### src/rtl/oeag_pkg.sv
package oeag_pkg;
  localparam int WORD_W = 16;
  localparam int MODE_W = 3;
  localparam int KIND_W = 2;

  typedef logic [WORD_W-1:0] word_t;

  typedef enum logic [MODE_W-1:0] {
    AM_IMM = 3'd0,
    AM_DIR = 3'd1,
    AM_REL = 3'd2,
    AM_IDX = 3'd3,
    AM_REG = 3'd4
  } amode_e;

  typedef enum logic [KIND_W-1:0] {
    AK_LOAD  = 2'd0,
    AK_STORE = 2'd1,
    AK_JUMP  = 2'd2,
    AK_RSVD  = 2'd3
  } akind_e;

  // Modulo-2^WORD_W sum: a negative displacement is just a large operand.
  function automatic word_t wrap_add(input word_t a, input word_t b);
    logic [WORD_W:0] full;
    full = {1'b0, a} + {1'b0, b};
    return full[WORD_W-1:0];
  endfunction

  function automatic word_t pick_reg(input logic sel, input word_t acc, input word_t regb);
    return sel ? regb : acc;
  endfunction
endpackage

### src/rtl/oeag_calc.sv
module oeag_calc
  import oeag_pkg::*;
#(
  parameter word_t IP_BIAS = '0
) (
  input  logic [MODE_W-1:0] mode,
  input  logic              reg_sel,
  input  word_t             operand,
  input  word_t             ip,
  input  word_t             index,
  input  word_t             acc,
  input  word_t             regb,
  output word_t             mem_ea,
  output word_t             rel_target,
  output word_t             reg_data
);
  word_t ip_base;
  word_t idx_sum;

  assign ip_base    = wrap_add(ip, IP_BIAS);
  assign idx_sum    = wrap_add(operand, index);
  assign rel_target = wrap_add(ip_base, operand);
  assign reg_data   = pick_reg(reg_sel, acc, regb);

  always_comb begin
    mem_ea = operand;
    if (mode == AM_IDX) mem_ea = idx_sum;
  end

  always_comb begin
    assert ((mode != AM_DIR) || (mem_ea == operand))
      else $error("assert_direct_ea_R4");
  end
endmodule

### src/rtl/oeag_rules.sv
module oeag_rules
  import oeag_pkg::*;
(
  input  logic [KIND_W-1:0] kind,
  input  logic [MODE_W-1:0] mode,
  output logic              legal,
  output logic              want_rd,
  output logic              want_wr,
  output logic              want_jump,
  output logic              want_data
);
  logic is_mem_mode;
  logic is_val_mode;

  assign is_mem_mode = (mode == AM_DIR) || (mode == AM_IDX);
  assign is_val_mode = (mode == AM_IMM) || (mode == AM_REG);

  always_comb begin
    want_rd   = 1'b0;
    want_wr   = 1'b0;
    want_jump = 1'b0;
    want_data = 1'b0;
    unique case (kind)
      AK_LOAD: begin
        want_rd   = is_mem_mode;
        want_data = is_val_mode;
      end
      AK_STORE: want_wr   = is_mem_mode;
      AK_JUMP:  want_jump = is_mem_mode || (mode == AM_REL);
      default:  ;
    endcase
    legal = want_rd || want_wr || want_jump || want_data;
  end

  always_comb begin
    assert ($onehot0({want_rd, want_wr, want_jump, want_data}))
      else $error("assert_single_action_R10");
  end
endmodule

### src/rtl/oeag_top.sv
module oeag_top
  import oeag_pkg::*;
#(
  parameter word_t IP_BIAS = '0
) (
  input  logic                   clk,
  input  logic                   rst_n,
  input  logic                   req_valid,
  input  logic [KIND_W-1:0]      req_kind,
  input  logic [MODE_W-1:0]      req_mode,
  input  logic                   req_reg_sel,
  input  logic [WORD_W-1:0]      req_operand,
  input  logic [WORD_W-1:0]      req_ip,
  input  logic [WORD_W-1:0]      req_index,
  input  logic [WORD_W-1:0]      req_acc,
  input  logic [WORD_W-1:0]      req_regb,
  output logic                   res_valid,
  output logic                   res_err,
  output logic                   res_mem_rd,
  output logic                   res_mem_wr,
  output logic                   res_ip_load,
  output logic [WORD_W-1:0]      res_addr,
  output logic [WORD_W-1:0]      res_data,
  output logic [WORD_W-1:0]      res_ip_next
);
  word_t mem_ea, rel_target, reg_data;
  logic  legal, want_rd, want_wr, want_jump, want_data;

  oeag_calc #(.IP_BIAS(IP_BIAS)) calc_i (
    .mode       (req_mode),
    .reg_sel    (req_reg_sel),
    .operand    (req_operand),
    .ip         (req_ip),
    .index      (req_index),
    .acc        (req_acc),
    .regb       (req_regb),
    .mem_ea     (mem_ea),
    .rel_target (rel_target),
    .reg_data   (reg_data)
  );

  oeag_rules rules_i (
    .kind      (req_kind),
    .mode      (req_mode),
    .legal     (legal),
    .want_rd   (want_rd),
    .want_wr   (want_wr),
    .want_jump (want_jump),
    .want_data (want_data)
  );

  // Named next-state events for the assertions.
  logic  nx_err, nx_rd, nx_wr, nx_jump;
  word_t nx_addr, nx_data, nx_ip;

  always_comb begin
    nx_err  = req_valid && !legal;
    nx_rd   = req_valid && want_rd;
    nx_wr   = req_valid && want_wr;
    nx_jump = req_valid && want_jump;
    nx_addr = (nx_rd || nx_wr) ? mem_ea : '0;
    nx_data = '0;
    if (req_valid && want_data)
      nx_data = (req_mode == AM_REG) ? reg_data : req_operand;
    nx_ip = '0;
    if (nx_jump)
      nx_ip = (req_mode == AM_REL) ? rel_target : mem_ea;
  end

  always_ff @(posedge clk or negedge rst_n) begin
    if (!rst_n) begin
      res_valid   <= 1'b0;
      res_err     <= 1'b0;
      res_mem_rd  <= 1'b0;
      res_mem_wr  <= 1'b0;
      res_ip_load <= 1'b0;
      res_addr    <= '0;
      res_data    <= '0;
      res_ip_next <= '0;
    end else begin
      res_valid   <= req_valid;
      res_err     <= nx_err;
      res_mem_rd  <= nx_rd;
      res_mem_wr  <= nx_wr;
      res_ip_load <= nx_jump;
      res_addr    <= nx_addr;
      res_data    <= nx_data;
      res_ip_next <= nx_ip;
    end
  end

  assert_valid_latency_R2: assert property (@(posedge clk) disable iff (!rst_n)
    req_valid |=> res_valid);
  assert_idle_quiet_R2: assert property (@(posedge clk) disable iff (!rst_n)
    !req_valid |=> !res_valid && !res_err && res_addr == '0 && res_data == '0);
  assert_imm_no_access_R3: assert property (@(posedge clk) disable iff (!rst_n)
    (req_valid && req_mode == AM_IMM) |=> !res_mem_rd && !res_mem_wr && !res_ip_load);
  assert_rel_target_R6: assert property (@(posedge clk) disable iff (!rst_n)
    (req_valid && req_kind == AK_JUMP && req_mode == AM_REL) |=>
      res_ip_load && res_ip_next == wrap_add(wrap_add($past(req_ip), IP_BIAS), $past(req_operand)));
  assert_err_quiet_R9: assert property (@(posedge clk) disable iff (!rst_n)
    res_err |-> !res_mem_rd && !res_mem_wr && !res_ip_load && res_valid);
  assert_exclusive_R10: assert property (@(posedge clk) disable iff (!rst_n)
    $onehot0({res_mem_rd, res_mem_wr, res_ip_load}));
endmodule

### config.mk
export PLATFORM = sky130hd
export DESIGN_NAME = oeag_top
export DESIGN_NICKNAME = d
export VERILOG_FILES = /design/src/rtl/oeag_pkg.sv /design/src/rtl/oeag_calc.sv /design/src/rtl/oeag_rules.sv /design/src/rtl/oeag_top.sv
export SDC_FILE = /design/constraint.sdc
export NUM_CORES = 1
export LEC_CHECK = 0
export CORE_AREA = 2 2 126 79
export DETAILED_ROUTE_END_ITERATION = 8
export DIE_AREA = 0 0 128 81
export PLACE_DENSITY = 0.76
export SYNTH_ARGS = -nofsm -noshare
export SYNTH_HDL_FRONTEND = slang
export SYNTH_HIERARCHICAL = 1
export SYNTH_SLANG_ARGS = --single-unit
### constraint.sdc
create_clock -name clk -period 0.8 [get_ports clk]
set_clock_uncertainty 0.2 [all_clocks]
set_input_delay 0.12 -clock clk [delete_from_list [all_inputs] [get_ports clk]]
set_output_delay 0.12 -clock clk [all_outputs]
set_load 0.03 [all_outputs]
==> flow_metrics.env, run 1 <==
export IMPL_dr_pass1_iters=5
export IMPL_ir_drop_v=0.000948
export IMPL_grt_first_pass_wirelength_um=27300
export IMPL_critPathRequiredTime_ns=0.83
export IMPL_synth_seq_area_share_pct=32.5
export IMPL_grtUsageTotal_pct=35.1
export IMPL_hold_violations=1
export IMPL_avgSynthCellArea_sq_um=9.57
export IMPL_core_area_sq_um=9390
export IMPL_crit_type="in -> reg"
export IMPL_max_freq_mhz=434
export IMPL_rsz0062_at_grt="yes"
export IMPL_die_area_sq_um=10400
export IMPL_post_route_util_pct=87.6
export IMPL_violations="negative hold slack, negative setup slack"
export IMPL_cp_num_buf_inv=1
export IMPL_ys_flop_type="dfrtp_1"
export IMPL_drive_gt1_share_pct=57.6
export IMPL_dieHeight_um=81
export IMPL_antenna_cells=0
export IMPL_ys_warn_count=6
export IMPL_wirelength_um=20800
export IMPL_numCtsBuffers=5
export IMPL_cp_end_kind="register"
export IMPL_cp_slowest_cell="fa_2"
export IMPL_cts_root_buf="clkbuf_16"
export IMPL_finalSetupViolations=104
export IMPL_layout_min_cycle_time_ns=2.31
export IMPL_postSynthCellCount=426
export IMPL_worstPathCellList="buf_12, ha_4, fa_2, a21o_1, a31oi_4, o21bai_4, a221oi_2, xor2_1, o21ai_1, nand3_1, mux2i_1"
export IMPL_ctsHtreeMaxLevel=2
export IMPL_remaining_drc_errors=0
export IMPL_yosys_top_cells_count="66 x nand3_1, 53 x dfrtp_1, 32 x mux2i_1"
export IMPL_cts_tree="done"
export IMPL_p_total_uw=10100
export IMPL_yosysTopAreaCell="dfrtp_1"
export IMPL_p_leak_uw=0.00370
export IMPL_cts_path_max_buffers=2
export IMPL_synth_seq_cells=53
export IMPL_portBuffers=141
export IMPL_area_delta_synth_final_pct=102
export IMPL_crit_arrival_ns=2.34
export IMPL_fillers=399
export IMPL_async_flop_share_pct=100
export IMPL_antenna_found_initial=0
export IMPL_power_density_nw_per_um2=1230
export IMPL_synthesis_nets=547
export IMPL_first_iter_violations=508
export IMPL_period_share_pct=288
export IMPL_cap_violations=0
export IMPL_synth_most_common_cell="nand3_1"
export IMPL_postCtsHoldBufs=1
export IMPL_critPathLaunchType="input pin"
export IMPL_synth_edf_count=0
export IMPL_slew_violations=0
export IMPL_vias_per_cell=6.23
export IMPL_start_util_pct=43.4
export IMPL_status="complete, but fails checks"
export IMPL_place_area_sq_um=6710
export IMPL_synthTopCellsByArea="dfrtp_1 33%, ha_1 9.2%, nand3_1 8.1%, mux2i_1 7.9%, mux2_2 5.0%"
export IMPL_clk_pin_slew_worst_paths_ns=0.08
export IMPL_vias=5173
export IMPL_grt_max_degree=38
export IMPL_crit_family="compound AO/OA/AOI/OAI gates"
export IMPL_hold_path_class="in -> reg"
export IMPL_worstMarginPinSlew_ns=0.344
export IMPL_avgRoutedWirePerCell_um=25.0
export IMPL_synth_cell_types=53
export IMPL_fin_area_sq_um=8230
export IMPL_fin_nets=830
export IMPL_fp_row_count=28
export IMPL_cts_sinks=53
export IMPL_first_global_vias=5059
export IMPL_cpPeakStageDelay_ns=0.39
export IMPL_critPathMaxFanout=4
export IMPL_yosys_area_top_type_share_pct=32.5
export IMPL_grt_ovfl_total=0
export IMPL_die_w_um=128
export IMPL_fin_ws_ns=-1.51
export IMPL_ant_nets=0
export IMPL_gp_congestion=1.00
export IMPL_dp_hpwl_um=10800
export IMPL_ios=142
export IMPL_hold_ws_ns=-0.0155
export IMPL_syn_cell_area_sq_um=4080
export IMPL_max_slew_margin_pct=76.8
metrics by stage:
stage	worst slack [ns]	instances	setup TNS, ns	hold WS (ns)
global placement	-2.02	772	-73.72	-0.0721
CTS	-1.22	819	-53.39	-0.0238
floorplan	-1.23	426	-35.50	-0.376
global route	-1.51	830	-62.29	-0.0169
finish	-1.51	830	-59.82	-0.0155
detailed placement	-2.10	772	-75.91	-0.0736
state kept, by name, indices dropped and copies added, names as in the netlist:
signal / count
res_mem_rd: 1
res_ip_load: 1
res_valid: 1
res_err: 1
res_addr: 16
res_mem_wr: 1
res_ip_next: 16
res_data: 16
kinds of logic (layout without fill, tap and decap cells):
family / Yosys count / count (layout) / share of synthesized area, %
AOI/OAI and AO/OA: 91 / 91 / 15.1
xor gates and xnor gates: 27 / 27 / 5.80
adders and majority gates: 32 / 32 / 10.2
buffers and inverters: 33 / 317 / 5.00
DFF: 53 / 53 / 32.5
muxes: 50 / 50 / 12.8
and+or+nand+nor: 140 / 140 / 18.5
path summary, 6_finish.rpt:
check | start | to | cells after the start
max | req_operand[0] | res_ip_next[12]$_DFF_PN0_ | 11
min | req_valid | res_valid$_DFF_PN0_ | 2
max in group asynchronous | rst_n | res_ip_next[11]$_DFF_PN0_ | 3
min in group asynchronous | rst_n | res_ip_next[3]$_DFF_PN0_ | 3
timing repair:
action | CTS | global route
pin swaps | 76 | 62
endpoints found under the hold margin | 54 | 1
endpoints found under the setup margin | 105 | 104
resized for setup | 271 | 78
gates cloned | 7 | 0
setup buffers | 31 | 14
cell usage in the layout (no fill, tap or decap), types with 14 or more instances in the layout:
master and instances:
a21o_1 14, and2_1 14, buf_12 19, buf_4 117
buf_6 83, clkdlybuf4s50_1 41, dfrtp_1 53, ha_4 20
mux2i_1 32, nand2_1 22, nand3_1 32, nand3_2 33
o21ai_2 14
layout make-up:
class,count,area [sq um],share of cell area (%)
repair buffers,305,3090,37.6
well taps,120,150,1.82
inverters,4,15.0,0.182
clock buffers,5,125,1.52
clock inverters,3,65.1,0.791
multi-input cells,340,3450,42.0
flip-flops and latches,53,1330,16.1
report_power, final:
part / switching (uW) / leakage, uW / internal, uW
sequential: 30.2 / 0.000732 / 2720
combinational: 2150 / 0.00287 / 2300
clock: 1130 / 0.0000938 / 1790
layer usage:
metal / part of all wire, % / GRT usage [%]
met4: 5.8 / 17.7
met5: 0 / 0
met1: 38 / 42.8
met3: 9.3 / 8.56
met2: 47 / 58.9
Note: power is estimated with default switching activity, not from simulation.
==> run 2, diff against run 1 <==
--- a/config.mk
+++ b/config.mk
@@ -8,6 +8,7 @@
 export CORE_AREA = 2 2 126 79
 export DETAILED_ROUTE_END_ITERATION = 8
 export DIE_AREA = 0 0 128 81
+export GPL_TIMING_DRIVEN = 0
 export PLACE_DENSITY = 0.76
 export SYNTH_ARGS = -nofsm -noshare
 export SYNTH_HDL_FRONTEND = slang
==> flow_metrics.env, run 2 (synthesized netlist as in run 1, its figures left out) <==
export IMPL_fin_nets=773
export IMPL_numCtsBuffers=5
export IMPL_grt_max_degree=30
export IMPL_critPathLaunchType="input pin"
export IMPL_critPathRequiredTime_ns=0.81
export IMPL_crit_arrival_ns=2.23
export IMPL_violations="negative hold slack, negative setup slack"
export IMPL_die_w_um=128
export IMPL_max_slew_margin_pct=55.2
export IMPL_first_iter_violations=341
export IMPL_regArea_sq_um=1330
export IMPL_status="complete, but fails checks"
export IMPL_cts_root_buf="clkbuf_16"
export IMPL_worstMarginPinSlew_ns=0.672
export IMPL_finalSetupViolations=105
export IMPL_start_util_pct=43.4
export IMPL_hold_ws_ns=-0.358
export IMPL_dieHeight_um=81
export IMPL_cts_tree="done"
export IMPL_ios=142
export IMPL_crit_start="req_ip[12]"
export IMPL_portBuffers=140
export IMPL_cts_sinks=53
export IMPL_slew_violations=0
export IMPL_fp_row_count=28
export IMPL_layout_common_cells="82 x buf_6, 59 x buf_4, 53 x dfrtp_1"
export IMPL_final_common_cell="buf_6"
export IMPL_max_freq_mhz=452
export IMPL_drive_gt1_share_pct=55.1
export IMPL_ir_drop_v=0.000906
export IMPL_grtUsageTotal_pct=31.3
export IMPL_vias=4653
export IMPL_post_route_util_pct=82.1
export IMPL_layout_min_cycle_time_ns=2.21
export IMPL_rsz0062_at_grt="yes"
export IMPL_ant_nets=0
export IMPL_fillers=508
export IMPL_dr_pass1_iters=7
export IMPL_reg_largest_list="res_addr x16, res_data x16, res_ip_next x16"
export IMPL_crit_type="in -> reg"
export IMPL_critPathMaxFanout=8
export IMPL_avgRoutedWirePerCell_um=23.3
export IMPL_cts_path_max_buffers=2
export IMPL_core_area_sq_um=9390
export IMPL_grt_first_pass_wirelength_um=24600
export IMPL_antenna_found_initial=0
export IMPL_fin_ws_ns=-1.41
export IMPL_post_place_ws_ns=-2.28
export IMPL_hold_violations=38
export IMPL_power_density_nw_per_um2=1230
export IMPL_ctsHtreeMaxLevel=2
export IMPL_period_share_pct=277
export IMPL_dp_hpwl_um=10300
export IMPL_p_leak_uw=0.00336
export IMPL_clk_pin_slew_worst_paths_ns=0.08
export IMPL_hold_path_class="in -> async"
export IMPL_cp_end_kind="register"
export IMPL_vias_per_cell=6.02
export IMPL_cap_violations=0
export IMPL_area_delta_synth_final_pct=89.1
export IMPL_antenna_cells=0
export IMPL_first_global_vias=4476
export IMPL_grt_ovfl_total=0
export IMPL_remaining_drc_errors=0
export IMPL_multi_input_comb_area_sq_um=3460
export IMPL_die_area_sq_um=10400
export IMPL_gp_congestion=0.854
export IMPL_wirelength_um=18000
## run 2: repair_timing
item,CTS,global route
gates cloned,6,0
pin swaps,86,57
endpoints found under the hold margin,41,39
endpoints found under the setup margin,105,103
setup buffers,56,26
gates resized for setup,680,60
## run 2: worst paths after layout
| kind | end | slack, ns |
|---|---|---|
| min in group clk | res_data[3]$_DFF_PN0_ | -0.08 |
| worst max-delay path | res_ip_next[15]$_DFF_PN0_ | -1.41 |
| max in group asynchronous | res_data[11]$_DFF_PN0_ | 0.16 |
| worst min-delay path | res_addr[2]$_DFF_PN0_ | -0.36 |
## run 2: layout make-up
| cell class | count | share of cell area [%] |
|---|---|---|
| timing repair buffer | 221 | 28.7 |
| clock buffer | 5 | 1.62 |
| buffer | 27 | 4.79 |
| clock inverter | 3 | 0.617 |
| multi-input combinational | 340 | 44.9 |
| tap | 120 | 1.95 |
| inverter | 4 | 0.195 |
| sequential | 53 | 17.2 |
## run 2: stage by stage
stage          TNS, ns  instance area, sq um  std cells  total power (uW)
5_1_grt         -57.47                  7710        773              9780
3_5_place_dp   -115.27                  6090        687              5480
2_1_floorplan   -35.50                  4520        426              4430
3_3_place_gp   -218.68                  6070        686              5440
4_1_cts         -52.40                  7420        755              8880
6_report        -54.35                  7710        773              9470
## run 2: power by group
part / internal [uW] / leakage, uW / switching [uW]
clock network: 1510 / 0.0000848 / 1160
logic: 2070 / 0.00254 / 1990
registers: 2720 / 0.000732 / 24.2
total: 6300 / 0.00336 / 3170
## run 2: critical path, stage by stage
cell,delay (ns)
clkdlybuf4s50_1,0.46
ha_2,0.32
a21o_1,0.21
a21o_1,0.18
a21oi_1,0.18
o21ai_1,0.14
xnor2_1,0.28
nand3_1,0.12
mux2i_1,0.21
## run 2: layer usage
layer / part of all wire, % / track usage [%] / vias to the layer above / routed length (um)
met2: 45 / 50.7 / 291 / 8180
met4: 3.8 / 9.56 / 0 / 688
met1: 42 / 42.4 / 2294 / 7580
li1: - / - / 2006 / -
met3: 8.7 / 6.59 / 62 / 1560
met5: 0 / 0 / - / 0
==> run 3, diff against run 2 <==
--- a/config.mk
+++ b/config.mk
@@ -5,12 +5,11 @@
 export SDC_FILE = /design/constraint.sdc
 export NUM_CORES = 1
 export LEC_CHECK = 0
-export CORE_AREA = 2 2 126 79
+export CORE_AREA = 2 2 122 76
 export DETAILED_ROUTE_END_ITERATION = 8
-export DIE_AREA = 0 0 128 81
+export DIE_AREA = 0 0 124 78
 export GPL_TIMING_DRIVEN = 0
-export PLACE_DENSITY = 0.76
+export PLACE_DENSITY = 0.77
 export SYNTH_ARGS = -nofsm -noshare
 export SYNTH_HDL_FRONTEND = slang
-export SYNTH_HIERARCHICAL = 1
 export SYNTH_SLANG_ARGS = --single-unit
==> flow_metrics.env, run 3 <==
export IMPL_status="complete, but fails checks"
export IMPL_violations="negative hold slack, negative setup slack"
export IMPL_ctsHtreeMaxLevel=2
export IMPL_fillers=371
export IMPL_layout_min_cycle_time_ns=2.19
export IMPL_cap_violations=0
export IMPL_avgRoutedWirePerCell_um=23.5
export IMPL_synthTopCellsByArea="dfrtp_1 35%, ha_1 10%, mux2i_1 5.6%, a211oi_1 5.2%, a21oi_1 4.9%"
export IMPL_power_density_nw_per_um2=1220
export IMPL_grt_first_pass_wirelength_um=24100
export IMPL_ys_warn_count=0
export IMPL_cp_slowest_cell="or4_1"
export IMPL_max_slew_margin_pct=68.4
export IMPL_core_area_sq_um=8460
export IMPL_synthesis_nets=536
export IMPL_cts_tree="done"
export IMPL_fin_area_sq_um=7510
export IMPL_hold_ws_ns=-0.429
export IMPL_tns_ns=-53.88
export IMPL_cp_end_kind="register"
export IMPL_place_area_sq_um=5660
export IMPL_layout_common_cells="74 x buf_6, 62 x buf_4, 53 x dfrtp_1"
export IMPL_grtUsageTotal_pct=33.0
export IMPL_grt_ovfl_total=0
export IMPL_worstMarginPinSlew_ns=0.475
export IMPL_antenna_found_initial=0
export IMPL_post_place_ws_ns=-2.38
export IMPL_cts_sinks=53
export IMPL_synth_seq_area_share_pct=35.2
export IMPL_ant_nets=0
export IMPL_worstPathCellList="buf_12, ha_4, o211ai_1, o21ai_2, buf_4, a41oi_4, a21oi_2, nor2_4, buf_4, or4_1, nand3_1"
export IMPL_start_util_pct=44.5
export IMPL_avgSynthCellArea_sq_um=9.07
export IMPL_crit_path_end="res_addr[13]$_DFF_PN0_"
export IMPL_dp_cells=667
export IMPL_yosys_area_top_type_share_pct=35.2
export IMPL_syn_cell_area_sq_um=3770
export IMPL_synth_edf_count=0
export IMPL_async_flop_share_pct=100
export IMPL_fin_nets=762
export IMPL_first_iter_violations=417
export IMPL_hold_violations=58
export IMPL_yosysTopAreaCell="dfrtp_1"
export IMPL_vias=4616
export IMPL_crit_arrival_ns=2.21
export IMPL_max_freq_mhz=456
export IMPL_first_global_vias=4490
export IMPL_synth_seq_cells=53
export IMPL_yosys_top_cells_count="53 x dfrtp_1, 48 x nor2_1, 37 x a21oi_1"
export IMPL_final_cells=754
export IMPL_drive_gt1_share_pct=55.0
export IMPL_slew_violations=0
export IMPL_die_w_um=124
export IMPL_grt_max_degree=35
export IMPL_period_share_pct=274
export IMPL_postSynthCellCount=415
export IMPL_critPathMaxFanout=4
export IMPL_synth_most_common_cell="dfrtp_1"
export IMPL_finalSetupViolations=103
export IMPL_portBuffers=139
export IMPL_crit_start="req_operand[4]"
export IMPL_die_area_sq_um=9670
export IMPL_critPathRequiredTime_ns=0.82
export IMPL_numCtsBuffers=5
export IMPL_ys_flop_type="dfrtp_1"
export IMPL_cts_root_buf="clkbuf_16"
export IMPL_cts_path_max_buffers=2
export IMPL_cpMostUsedCell="buf_4"
export IMPL_final_common_cell="buf_6"
export IMPL_dieHeight_um=78
export IMPL_dp_hpwl_um=10600
export IMPL_hold_path_class="in -> async"
export IMPL_reg_largest_list="res_addr x16, res_data x16, res_ip_next x16"
export IMPL_critPathLaunchType="input pin"
export IMPL_ir_drop_v=0.00110
export IMPL_use_met1_pct=45.4
export IMPL_grt_busiest_layer="met2"
export IMPL_cpPeakStageDelay_ns=0.49
export IMPL_fp_row_count=26
export IMPL_area_delta_synth_final_pct=99.5
export IMPL_synth_cell_types=55
export IMPL_fin_ws_ns=-1.39
export IMPL_wirelength_um=17700
export IMPL_clk_pin_slew_worst_paths_ns=0.08
export IMPL_rsz0062_at_grt="yes"
export IMPL_ios=142
export IMPL_crit_type="in -> reg"
export IMPL_gp_congestion=0.913
export IMPL_vias_per_cell=6.12
export IMPL_met3_usage_pct=5.22
export IMPL_p_leak_uw=0.00332
export IMPL_antenna_cells=0
export IMPL_met2_usage_pct=53.6
export IMPL_remaining_drc_errors=0
export IMPL_dr_pass1_iters=5
==> run 3: cell types whose count changed in the layout (fill, tap and decap cells not counted), moves of 10 or more <==
cell,previous run,this run
nor2_2,2,14
a211oi_2,0,22
mux2i_1,31,21
and2_1,14,2
dlygate4sd2_1,6,16
nand3_2,33,1
nor2_1,6,28
mux2_4,10,0
nand3_1,31,8
a21oi_2,8,22
==> run 3: per-layer routing <==
| metal | share of wire, % | vias to the layer above | wire length [um] |
|---|---|---|---|
| li1 | - | 1969 | - |
| met1 | 40 | 2227 | 7010 |
| met2 | 45 | 349 | 8040 |
| met3 | 11 | 71 | 2000 |
| met4 | 3.7 | 0 | 661 |
| met5 | 0 | - | 0 |
==> run 3: where the power goes <==
group | internal, uW | leakage, uW | switching (uW)
Clock | 1170 | 0.0000712 | 1000
Sequential | 2720 | 0.000732 | 23.4
Combinational | 2080 | 0.00252 | 2170
==> run 3: metrics by stage <==
stage	power [uW]	util (%)
floorplan	4360	-
detailed placement	5460	67.0
CTS	8490	83.7
global route	9490	88.8
global placement	5410	66.8
finish	9170	88.8
==> run 3: cell type report <==
cell class,instances,area (sq um),area share (%)
Buffer,14,211,2.81
Clock buffer,6,129,1.72
Clock inverter,2,13.8,0.183
Inverter,8,30.0,0.400
Multi-Input combinational cell,337,3470,46.2
Sequential cell,53,1330,17.7
Tap cell,112,140,1.87
Timing Repair Buffer,222,2190,29.2
==> run 3: worst max-delay path, delay by kind of cell <==
kind | cells | cell delay (ns)
compound gates | 4 | 0.72
fa+ha+maj | 1 | 0.29
buf+inv | 3 | 0.43
simple gates | 3 | 0.64
==> run 3: worst min-delay path by stage <==
stage | cells past startpoint | startpoint | slack (ns) | end
after floorplan | 0 | rst_n | -0.38 | res_addr[0]$_DFF_PN0_
after global placement | 4 | req_mode[0] | 0.33 | res_data[15]$_DFF_PN0_
after detailed placement | 1 | rst_n | -0.11 | res_addr[3]$_DFF_PN0_
after CTS | 1 | rst_n | -0.42 | res_addr[3]$_DFF_PN0_
after global routing | 1 | rst_n | -0.39 | res_addr[5]$_DFF_PN0_
final | 1 | rst_n | -0.43 | res_addr[2]$_DFF_PN0_
==> run 3: cells by family (layout without fill, tap and decap cells) <==
logic type / after synthesis / after routing / synth area share [%]
AND/OR/NAND/NOR: 128 / 128 / 15.8
AO/OA/AOI/OAI: 130 / 130 / 23.5
adder cells (fa/ha/maj): 32 / 32 / 11.0
multiplexers: 22 / 22 / 5.88
XOR/XNOR: 25 / 25 / 6.01
buffers and inverters: 25 / 252 / 2.62
flip-flops: 53 / 53 / 35.2
==> run 3: repair_timing <==
| item | CTS | global route |
|---|---|---|
| setup endpoints to repair | 105 | 103 |
| endpoints found under the hold margin | 65 | 24 |
| cloned | 3 | 0 |
| pin swaps | 86 | 76 |
| setup buffers | 62 | 27 |
| gates resized for setup | 675 | 78 |
